--- src/rtl/mc_ctrl_pkg.sv ---
package mc_ctrl_pkg;

    localparam int OP_W = 6;
    localparam int ST_W = 4;

    localparam logic [OP_W-1:0] OPC_RALU = 6'h00;
    localparam logic [OP_W-1:0] OPC_JMP  = 6'h02;
    localparam logic [OP_W-1:0] OPC_BEQ  = 6'h04;
    localparam logic [OP_W-1:0] OPC_ADDI = 6'h08;
    localparam logic [OP_W-1:0] OPC_LOAD = 6'h23;
    localparam logic [OP_W-1:0] OPC_STOR = 6'h2B;

    typedef enum logic [ST_W-1:0] {
        ST_FETCH  = 4'd0,
        ST_DECODE = 4'd1,
        ST_MADDR  = 4'd2,
        ST_LDRD   = 4'd3,
        ST_LDWB   = 4'd4,
        ST_STWR   = 4'd5,
        ST_REXE   = 4'd6,
        ST_RDONE  = 4'd7,
        ST_BRCH   = 4'd8,
        ST_JUMP   = 4'd9,
        ST_IEXE   = 4'd10,
        ST_IWB    = 4'd11
    } state_t;

    typedef enum logic [2:0] {
        CLS_MEM, CLS_RALU, CLS_BRCH, CLS_JUMP, CLS_IMM, CLS_BAD
    } op_class_t;

    typedef struct packed {
        logic       pc_wr;
        logic       pc_wr_cond;
        logic       addr_sel;
        logic       mem_rd;
        logic       mem_wr;
        logic       ir_wr;
        logic       wb_sel;
        logic [1:0] pc_src;
        logic [1:0] alu_op;
        logic       alu_a_sel;
        logic [1:0] alu_b_sel;
        logic       reg_wr;
        logic       dst_sel;
    } ctrl_t;

    function automatic op_class_t classify(input logic [OP_W-1:0] op);
        case (op)
            OPC_LOAD, OPC_STOR: return CLS_MEM;
            OPC_RALU:           return CLS_RALU;
            OPC_BEQ:            return CLS_BRCH;
            OPC_JMP:            return CLS_JUMP;
            OPC_ADDI:           return CLS_IMM;
            default:            return CLS_BAD;
        endcase
    endfunction

endpackage

--- src/rtl/mc_ctrl_next.sv ---
module mc_ctrl_next
    import mc_ctrl_pkg::*;
(
    input  state_t          cur,
    input  logic [OP_W-1:0] opcode,
    output state_t          nxt,
    output logic            bad_op
);
    op_class_t cls;

    always_comb begin
        cls    = classify(opcode);
        nxt    = ST_FETCH;
        bad_op = 1'b0;
        case (cur)
            ST_FETCH:  nxt = ST_DECODE;
            ST_DECODE: begin
                case (cls)
                    CLS_MEM:  nxt = ST_MADDR;
                    CLS_RALU: nxt = ST_REXE;
                    CLS_BRCH: nxt = ST_BRCH;
                    CLS_JUMP: nxt = ST_JUMP;
                    CLS_IMM:  nxt = ST_IEXE;
                    default: begin
                        nxt    = ST_FETCH;
                        bad_op = 1'b1;
                    end
                endcase
            end
            ST_MADDR: begin
                if (opcode == OPC_LOAD)      nxt = ST_LDRD;
                else if (opcode == OPC_STOR) nxt = ST_STWR;
                else                         nxt = ST_FETCH;
            end
            ST_LDRD:  nxt = ST_LDWB;
            ST_REXE:  nxt = ST_RDONE;
            ST_IEXE:  nxt = ST_IWB;
            default:  nxt = ST_FETCH;
        endcase
    end
endmodule

--- src/rtl/mc_ctrl_outputs.sv ---
module mc_ctrl_outputs
    import mc_ctrl_pkg::*;
(
    input  state_t cur,
    output ctrl_t  ctl
);
    always_comb begin
        ctl = '0;
        case (cur)
            ST_FETCH: begin
                ctl.mem_rd    = 1'b1;
                ctl.ir_wr     = 1'b1;
                ctl.pc_wr     = 1'b1;
                ctl.alu_b_sel = 2'b01;
            end
            ST_DECODE: ctl.alu_b_sel = 2'b11;
            ST_MADDR, ST_IEXE: begin
                ctl.alu_a_sel = 1'b1;
                ctl.alu_b_sel = 2'b10;
            end
            ST_LDRD: begin
                ctl.mem_rd   = 1'b1;
                ctl.addr_sel = 1'b1;
            end
            ST_LDWB: begin
                ctl.reg_wr = 1'b1;
                ctl.wb_sel = 1'b1;
                ctl.mem_rd = 1'b1;
            end
            ST_STWR: begin
                ctl.mem_wr   = 1'b1;
                ctl.addr_sel = 1'b1;
            end
            ST_REXE: begin
                ctl.alu_a_sel = 1'b1;
                ctl.alu_op    = 2'b10;
            end
            ST_RDONE: begin
                ctl.reg_wr  = 1'b1;
                ctl.dst_sel = 1'b1;
            end
            ST_BRCH: begin
                ctl.alu_a_sel  = 1'b1;
                ctl.alu_op     = 2'b01;
                ctl.pc_wr_cond = 1'b1;
                ctl.pc_src     = 2'b01;
            end
            ST_JUMP: begin
                ctl.pc_wr  = 1'b1;
                ctl.pc_src = 2'b10;
            end
            ST_IWB: ctl.reg_wr = 1'b1;
            default: ctl = '0;
        endcase
    end
endmodule

--- src/rtl/mc_ctrl_fsm.sv ---
module mc_ctrl_fsm
    import mc_ctrl_pkg::*;
(
    input  logic       clk,
    input  logic       rst,
    input  logic [5:0] opcode,
    output logic       pc_wr,
    output logic       pc_wr_cond,
    output logic       addr_sel,
    output logic       mem_rd,
    output logic       mem_wr,
    output logic       ir_wr,
    output logic       wb_sel,
    output logic [1:0] pc_src,
    output logic [1:0] alu_op,
    output logic       alu_a_sel,
    output logic [1:0] alu_b_sel,
    output logic       reg_wr,
    output logic       dst_sel,
    output logic       bad_op,
    output logic [3:0] state_o
);
    state_t cur_q, nxt;
    ctrl_t  ctl;

    always_ff @(posedge clk) begin
        if (rst) cur_q <= ST_FETCH;
        else     cur_q <= nxt;
    end

    mc_ctrl_next u_next (
        .cur    (cur_q),
        .opcode (opcode),
        .nxt    (nxt),
        .bad_op (bad_op)
    );

    mc_ctrl_outputs u_out (
        .cur (cur_q),
        .ctl (ctl)
    );

    assign pc_wr      = ctl.pc_wr;
    assign pc_wr_cond = ctl.pc_wr_cond;
    assign addr_sel   = ctl.addr_sel;
    assign mem_rd     = ctl.mem_rd;
    assign mem_wr     = ctl.mem_wr;
    assign ir_wr      = ctl.ir_wr;
    assign wb_sel     = ctl.wb_sel;
    assign pc_src     = ctl.pc_src;
    assign alu_op     = ctl.alu_op;
    assign alu_a_sel  = ctl.alu_a_sel;
    assign alu_b_sel  = ctl.alu_b_sel;
    assign reg_wr     = ctl.reg_wr;
    assign dst_sel    = ctl.dst_sel;
    assign state_o    = cur_q;
endmodule

--- config.mk ---
export PLATFORM = sky130hd
export DESIGN_NAME = mc_ctrl_fsm
export DESIGN_NICKNAME = d
export VERILOG_FILES = /design/src/rtl/mc_ctrl_pkg.sv /design/src/rtl/mc_ctrl_next.sv /design/src/rtl/mc_ctrl_outputs.sv /design/src/rtl/mc_ctrl_fsm.sv
export SDC_FILE = /design/constraint.sdc
export NUM_CORES = 1
export LEC_CHECK = 0
export ABC_CLOCK_PERIOD_IN_PS = 1300
export BUFFER_PORTS_ARGS = -buffer_cell sky130_fd_sc_hd__buf_4
export CORE_AREA = 2 2 39 41
export CTS_BUF_LIST = sky130_fd_sc_hd__clkbuf_4
export DETAILED_ROUTE_END_ITERATION = 7
export DIE_AREA = 0 0 41 43
export PLACE_DENSITY = 0.82
export SLEW_MARGIN = 25
export SYNTH_ARGS = -nofsm -noshare
export SYNTH_HDL_FRONTEND = slang
export SYNTH_SLANG_ARGS = --single-unit
--- constraint.sdc ---
create_clock -name clk -period 1.3 [get_ports clk]
set_clock_uncertainty 0.1 [all_clocks]
set_input_delay 0.065 -clock clk [delete_from_list [all_inputs] [get_ports clk]]
set_output_delay 0.065 -clock clk [all_outputs]
set_load 0.01 [all_outputs]
Word level (Yosys, flattened, before mapping)
Cells that the tools add are included.
{"block": "op_classes", "n_mux": 20, "eq_ne": 20, "reduce_logical": 11}
{"op": "4-bit one-hot mux with 6 select lines", "n": 1}
{"op": "4-bit one-hot mux with 5 select lines", "n": 1}
{"op": "4-bit by 3-bit == test with 1-bit output (second input constant)", "n": 4}
{"op": "4-bit == test (second input constant)", "n": 4}
{"op": "3-bit one-hot mux with 5 select lines", "n": 1}
{"op": "6-bit == test (second input constant)", "n": 2}
{"op": "1-bit 2-to-1 mux", "n": 12}
{"op": "4-bit by 2-bit == test with 1-bit output (second input constant)", "n": 2}
{"op": "2-bit one-hot mux with 2 select lines", "n": 2}
{"op": "2-bit OR reduction", "n": 4}
{"op": "3-bit by 2-bit == test with 1-bit output (second input constant)", "n": 2}
{"op": "6-bit by 2-bit == test with 1-bit output (second input constant)", "n": 1}
{"op": "6-bit by 3-bit == test with 1-bit output (second input constant)", "n": 1}
{"op": "6-bit by 4-bit == test with 1-bit output (second input constant)", "n": 1}
{"op": "6-bit zero test", "n": 1}
{"op": "2-bit one-hot mux with 3 select lines", "n": 1}
{"op": "3-bit OR reduction", "n": 2}
{"op": "5-bit OR reduction", "n": 1}
{"op": "4-bit by 1-bit == test with 1-bit output (second input constant)", "n": 1}
{"op": "4-bit zero test", "n": 1}
{"op": "4-bit 2-to-1 mux", "n": 1}
{"op": "4-bit OR reduction", "n": 1}
{"op": "3-bit by 1-bit == test with 1-bit output (second input constant)", "n": 1}
{"op": "3-bit == test (second input constant)", "n": 1}
{"op": "other kinds (2)", "n": 2}
{"block": "totals", "reg_bits": 4, "output_inout_bits": 21, "input_bits": 8, "wordCells": 52}

Depth between registers and ports, before layout
{"block": "depth", "ltp_word": 7, "depth_mapped": 5}

Modules after synthesis
A second synthesis with hierarchy kept.
{"block": "hier_totals", "cells_unflattened": 76, "area_unflattened_um2": 571.8}
{"module": "mc_ctrl_next", "area_per_inst_um2": 260.2, "cells_each": 37, "n_inst": 1, "seq_area_each_um2": 0.0}
{"module": "mc_ctrl_outputs", "area_per_inst_um2": 206.4, "cells_each": 31, "n_inst": 1, "seq_area_each_um2": 0.0}
{"module": "mc_ctrl_fsm", "area_per_inst_um2": 105.1, "cells_each": 8, "n_inst": 1, "seq_area_each_um2": 80.1}

Least setup slack after synthesis
Ideal clock, no wire load.
{"block": "synth_path", "path_kind": "register to output", "from": "reg cur_q[2], in the netlist state_o[2]", "to": "out reg_wr", "path_slack_ns": -0.228, "required_time_ns": 1.135, "arrival_ns": 1.363, "path_buffers": 1, "stages_incl_launch_ff": 5, "cell_sequence": "dfxtp_1 > clkbuf_1 > nand2_1 > nor3_1 > or2_2"}
{"block": "synth_between", "elab_chain_cells": 3, "elab_cells_between_ends": 5}
{"item": "from (decl)", "line": "mc_ctrl_fsm.sv:23", "rtl": "state_t cur_q, nxt;"}
{"item": "from (signal assigned)", "line": "mc_ctrl_fsm.sv:28", "rtl": "else cur_q <= nxt;"}
{"item": "4-bit == test or 4-bit by 3-bit == test with 1-bit output (tied branches)", "line": "mc_ctrl_outputs.sv:9", "rtl": "case (cur)"}
{"item": "3-bit OR reduction (no line) (*)"}
{"item": "1-bit 2-to-1 mux (*)", "line": "mc_ctrl_outputs.sv:9"}
{"item": "to (decl)", "line": "mc_ctrl_fsm.sv:18", "rtl": "output logic reg_wr,"}
Mark *: on every way between the ends. The rest lies on a longest branch, timed or not.

Final worst setup path
{"block": "layout_path", "from": "reg cur_q[1], in the netlist state_o[1]", "to": "out mem_rd"}
{"block": "layout_between", "elab_chain_cells": 3, "elab_cells_between_ends": 5}
{"item": "4-bit by 2-bit == test with 1-bit output (tied with other cells)", "line": "mc_ctrl_outputs.sv:9"}
{"item": "3-bit OR reduction (no line) (*)"}
{"item": "1-bit 2-to-1 mux (*)", "line": "mc_ctrl_outputs.sv:9"}
{"item": "to (decl)", "line": "mc_ctrl_fsm.sv:10", "rtl": "output logic mem_rd,"}
Marks and branches as above.

==> PnR_summary.wiki <==
{| class="wikitable"
! Metric !! Value
|-
| Outcome || complete, but fails checks
|-
| Violations in the final reports || setup timing
|-
| Diodes inserted || 0
|-
| Global-route wire length before repair || just over 3 mm
|-
| Number of nets still failing antenna checks after routing || 0
|-
| Clock share of power || 28.3%
|-
| Floorplan die height || ~43 µm
|-
| CTS buffer count || 3
|-
| CTS root buffer || sky130_fd_sc_hd__clkbuf_4
|-
| Sw Share || roughly a third
|-
| Pin count of the biggest net entering global routing || 8
|-
| Wire length per cell after detailed routing || around 18 µm
|-
| Ys Warns || 0
|-
| P_int || between 0.0003 and 0.0004 W
|-
| Post-layout min period || between 1 and 1.5 ns
|-
| Area of the core || between 1000 and 1500 µm²
|-
| Post-DP HPWL || 1.29 mm
|-
| Launch instance of the worst register-to-register path || state_o[3]
|-
| Final net count || 141
|-
| Setup TNS after final layout || -1.11 ns
|-
| DRC violation count after routing || 0
|-
| Combinational fraction of design power || about 49%
|-
| DRT iter0 DRCs || 15
|-
| Number of synthesized register bits || 4
|-
| Slew at the pin closest to its max-slew limit || approximately 0.27 ns
|-
| Critical setup path kind || register to output pin
|-
| Area share of the leading cell type in the synthesized netlist || about 16%
|-
| Cell area after synthesis || slightly above 500 µm²
|-
| Proportion of synthesized chip area in sequential cells || between 10% and 20%
|-
| Post-synth net total || 81
|-
| H-tree levels || 1
|-
| Cells after Synth || 73
|-
| Total via count after detailed routing || 846
|-
| Detailed-route wire length || approximately 2.7 mm
|-
| Power density relative to cell area || about 450 nW/µm²
|-
| RSZ-0062 raised after global routing || true
|-
| Count of distinct cell types in the synthesized netlist || 33
|-
| Min setup slack post-route || -0.168 ns
|-
| GR Util met1 || a little under a quarter
|-
| Worst hold-check path type || input port to register
|-
| Ratio of final minimum period to clock period || 113%
|-
| Max clock buf depth || 2
|-
| Number of pins with negative max-slew slack in the final report || 0
|-
| Antenna violations before repair || 0
|-
| Cell count of the worst hold path || 3
|-
| Mean post-synth cell area || between 6 and 7 µm²
|-
| Kind of end point of the critical path || output pin
|-
| Number of hold violations in the final report || 0
|-
| Overall die area || between 1500 and 2000 µm²
|-
| Io pins || 29
|-
| Worst supply voltage drop on vdd || roughly 0.49 mV
|-
| Hold worst-path end || state_o[1]
|-
| X dimension of the die || ~40 µm
|-
| Vias in the first global route || ~750
|-
| Arrival @ worst endpoint || roughly 1.3 ns
|-
| Flip-flop count of the largest register after layout || 4
|-
| Grt peak-use layer || met2
|-
| Met3 Resource Use GR || ~5.8%
|-
| Clock insertion delay at the later pin of the skew report || around 0.25 ns
|-
| Max-cap violations || 0
|-
| Proportion of layout cells with a drive suffix above 1 || roughly four fifths
|-
| Achievable frequency || roughly 0.7 GHz
|-
| Worst min-delay path startpoint || opcode[4]
|-
| Most used DFF post-synth || sky130_fd_sc_hd__dfxtp_1
|-
| Flop2flop setup slack || -0.07 ns
|-
| Part of the power in registers || a little under a quarter
|-
| Most common library cell in the layout ignoring fill and taps || sky130_fd_sc_hd__buf_4
|-
| Clock edge transition at the registers on the reported setup and hold paths || about 0.040 ns
|-
| Aggregate global routing overflow || 0
|-
| Worst reg-to-reg path cell count || 5
|-
| CP Data Required Time || approximately 1.1 ns
|-
| Cell row count || 14
|-
| Clk sink count || 4
|-
| Area leader, netlist || sky130_fd_sc_hd__dfxtp_1
|-
| Leading post-synthesis cells by cell area || sky130_fd_sc_hd__dfxtp_1 (16%), sky130_fd_sc_hd__nor2_1 (13%), sky130_fd_sc_hd__nor3_1 (5.0%)
|-
| Number of enable flip-flop cells after synthesis || 0
|-
| Lkg Pwr || around 0.55 nW
|-
| Startpoint type of the worst setup path || register
|-
| R2R Path End || state_o[0]
|-
| Layout-stage area growth over the synthesis result || 150%
|-
| Total track usage || 25.8%
|-
| Global placement routability congestion || just over 0.8
|-
| Fraction of synthesis flops using an asynchronous set or reset pin || 0%
|-
| P_sw || just under 0.0002 W
|-
| Critical-path maximum fanout || 6
|-
| Via density || about 5.8
|-
| Fraction of met2 tracks used by global routing || 48.8%
|-
| Count of final setup violators || 18
|-
| Commonest non-fill, non-tap cells in the layout || sky130_fd_sc_hd__buf_4 (39), sky130_fd_sc_hd__buf_6 (21), sky130_fd_sc_hd__nor2_1 (10), sky130_fd_sc_hd__nor2_4 (5), sky130_fd_sc_hd__dfxtp_4 (4)
|-
| Length of the first detailed-routing pass in iterations || 4
|-
| Input/output buffers || 28
|-
| Effective utilization at floorplan || ~36%
|-
| Max-slew headroom || roughly 80%
|-
| Fraction of the core area covered by cells at the end of the flow || 90.9%
|-
| TritonCTS clock tree || yes
|}
## per-stage QoR
step | cell area, µm² | setup WS [ns] | cells | hold slack, ns | power [W]
finish | 1260 | -0.168 | 147 | 0.118 | 0.000566
global route | 1260 | -0.216 | 147 | 0.113 | 0.000596
CTS | 1090 | -0.0785 | 141 | 0.0714 | 0.000511
detailed placement | 867 | -0.0836 | 131 | 0.148 | 0.000318
global placement | 867 | -0.0402 | 131 | 0.141 | 0.000312
floorplan | 546 | 0.00490 | 73 | 0.0337 | 0.000221
## area by class of cell
class / instances / area, µm²
timing repair buffer: 62 / 554
multi-input combinational: 60 / 556
inverter: 2 / 10.0
fill: 60 / 126
sequential: 4 / 95.1
tap: 16 / 20.0
clock buffer: 3 / 22.5
## layer usage
| metal | share of wire, % | wire [µm] |
|---|---|---|
| met3 | 6.4 | 170 |
| met4 | 7.2 | 191 |
| met5 | 0 | 0 |
| met1 | 33 | 883 |
| met2 | 53 | 1420 |
## worst max path at each step
stage	startpoint	to	slack (ns)	depth (start not counted)
after floorplan	state_o[3]	state_o[0]	0.005	5
after global placement	opcode[3]	state_o[1]	-0.04	5
after detailed placement	opcode[1]	state_o[1]	-0.08	5
after CTS	state_o[3]	pc_wr	-0.08	4
after global routing	state_o[1]	mem_rd	-0.22	6
final	state_o[1]	mem_rd	-0.17	6
## power by group through the flow
stage / clock network, W / logic, W / registers [W]
2_1_floorplan: 0 / 0.0000852 / 0.000135
3_3_place_gp: 0 / 0.000177 / 0.000135
3_5_place_dp: 0 / 0.000183 / 0.000135
4_1_cts: 0.000163 / 0.000217 / 0.000131
5_1_grt: 0.000175 / 0.000292 / 0.000128
6_report: 0.000160 / 0.000277 / 0.000128
## Yosys cell counts, drive strengths merged, types with 2 or more instances
| master | count |
|---|---|
| nor2 | 17 |
| nor3 | 5 |
| a21oi | 4 |
| buf | 4 |
| dfxtp | 4 |
| a211oi | 3 |
| clkbuf | 3 |
| nand2 | 3 |
| nand2b | 3 |
| nand3 | 3 |
| or2 | 3 |
| inv | 2 |
| o21ai | 2 |
| xor2 | 2 |
## cells by family (layout without fill, tap and decap cells)
kind of cell | after synthesis | count (layout) | synth area share [%]
DFF | 4 | 4 | 15.9
AOI/OAI and AO/OA | 17 | 17 | 26.4
and+or+nand+nor | 39 | 39 | 40.5
xor gates and xnor gates | 3 | 3 | 5.22
buffers and inverters | 9 | 67 | 9.95
adders and majority gates | 1 | 1 | 1.99
## worst max-delay path, stage by stage (launching register included)
cell	delay (ns)
sky130_fd_sc_hd__dfxtp_4	0.39
sky130_fd_sc_hd__buf_8	0.14
sky130_fd_sc_hd__nand2_4	0.06
sky130_fd_sc_hd__nor2_2	0.12
sky130_fd_sc_hd__nor2_1	0.05
sky130_fd_sc_hd__nor2_1	0.15
sky130_fd_sc_hd__buf_4	0.14
## what timing repair did
| action | in CTS | in global routing |
|---|---|---|
| pin swaps | 12 | 17 |
| endpoints found under the setup margin | 18 | 18 |
| setup buffers | 6 | 6 |
| gates resized for setup | 39 | 30 |
| hold buffers | 1 | 0 |
| endpoints found under the hold margin | 3 | 0 |
(Power assumes the default switching activity.)
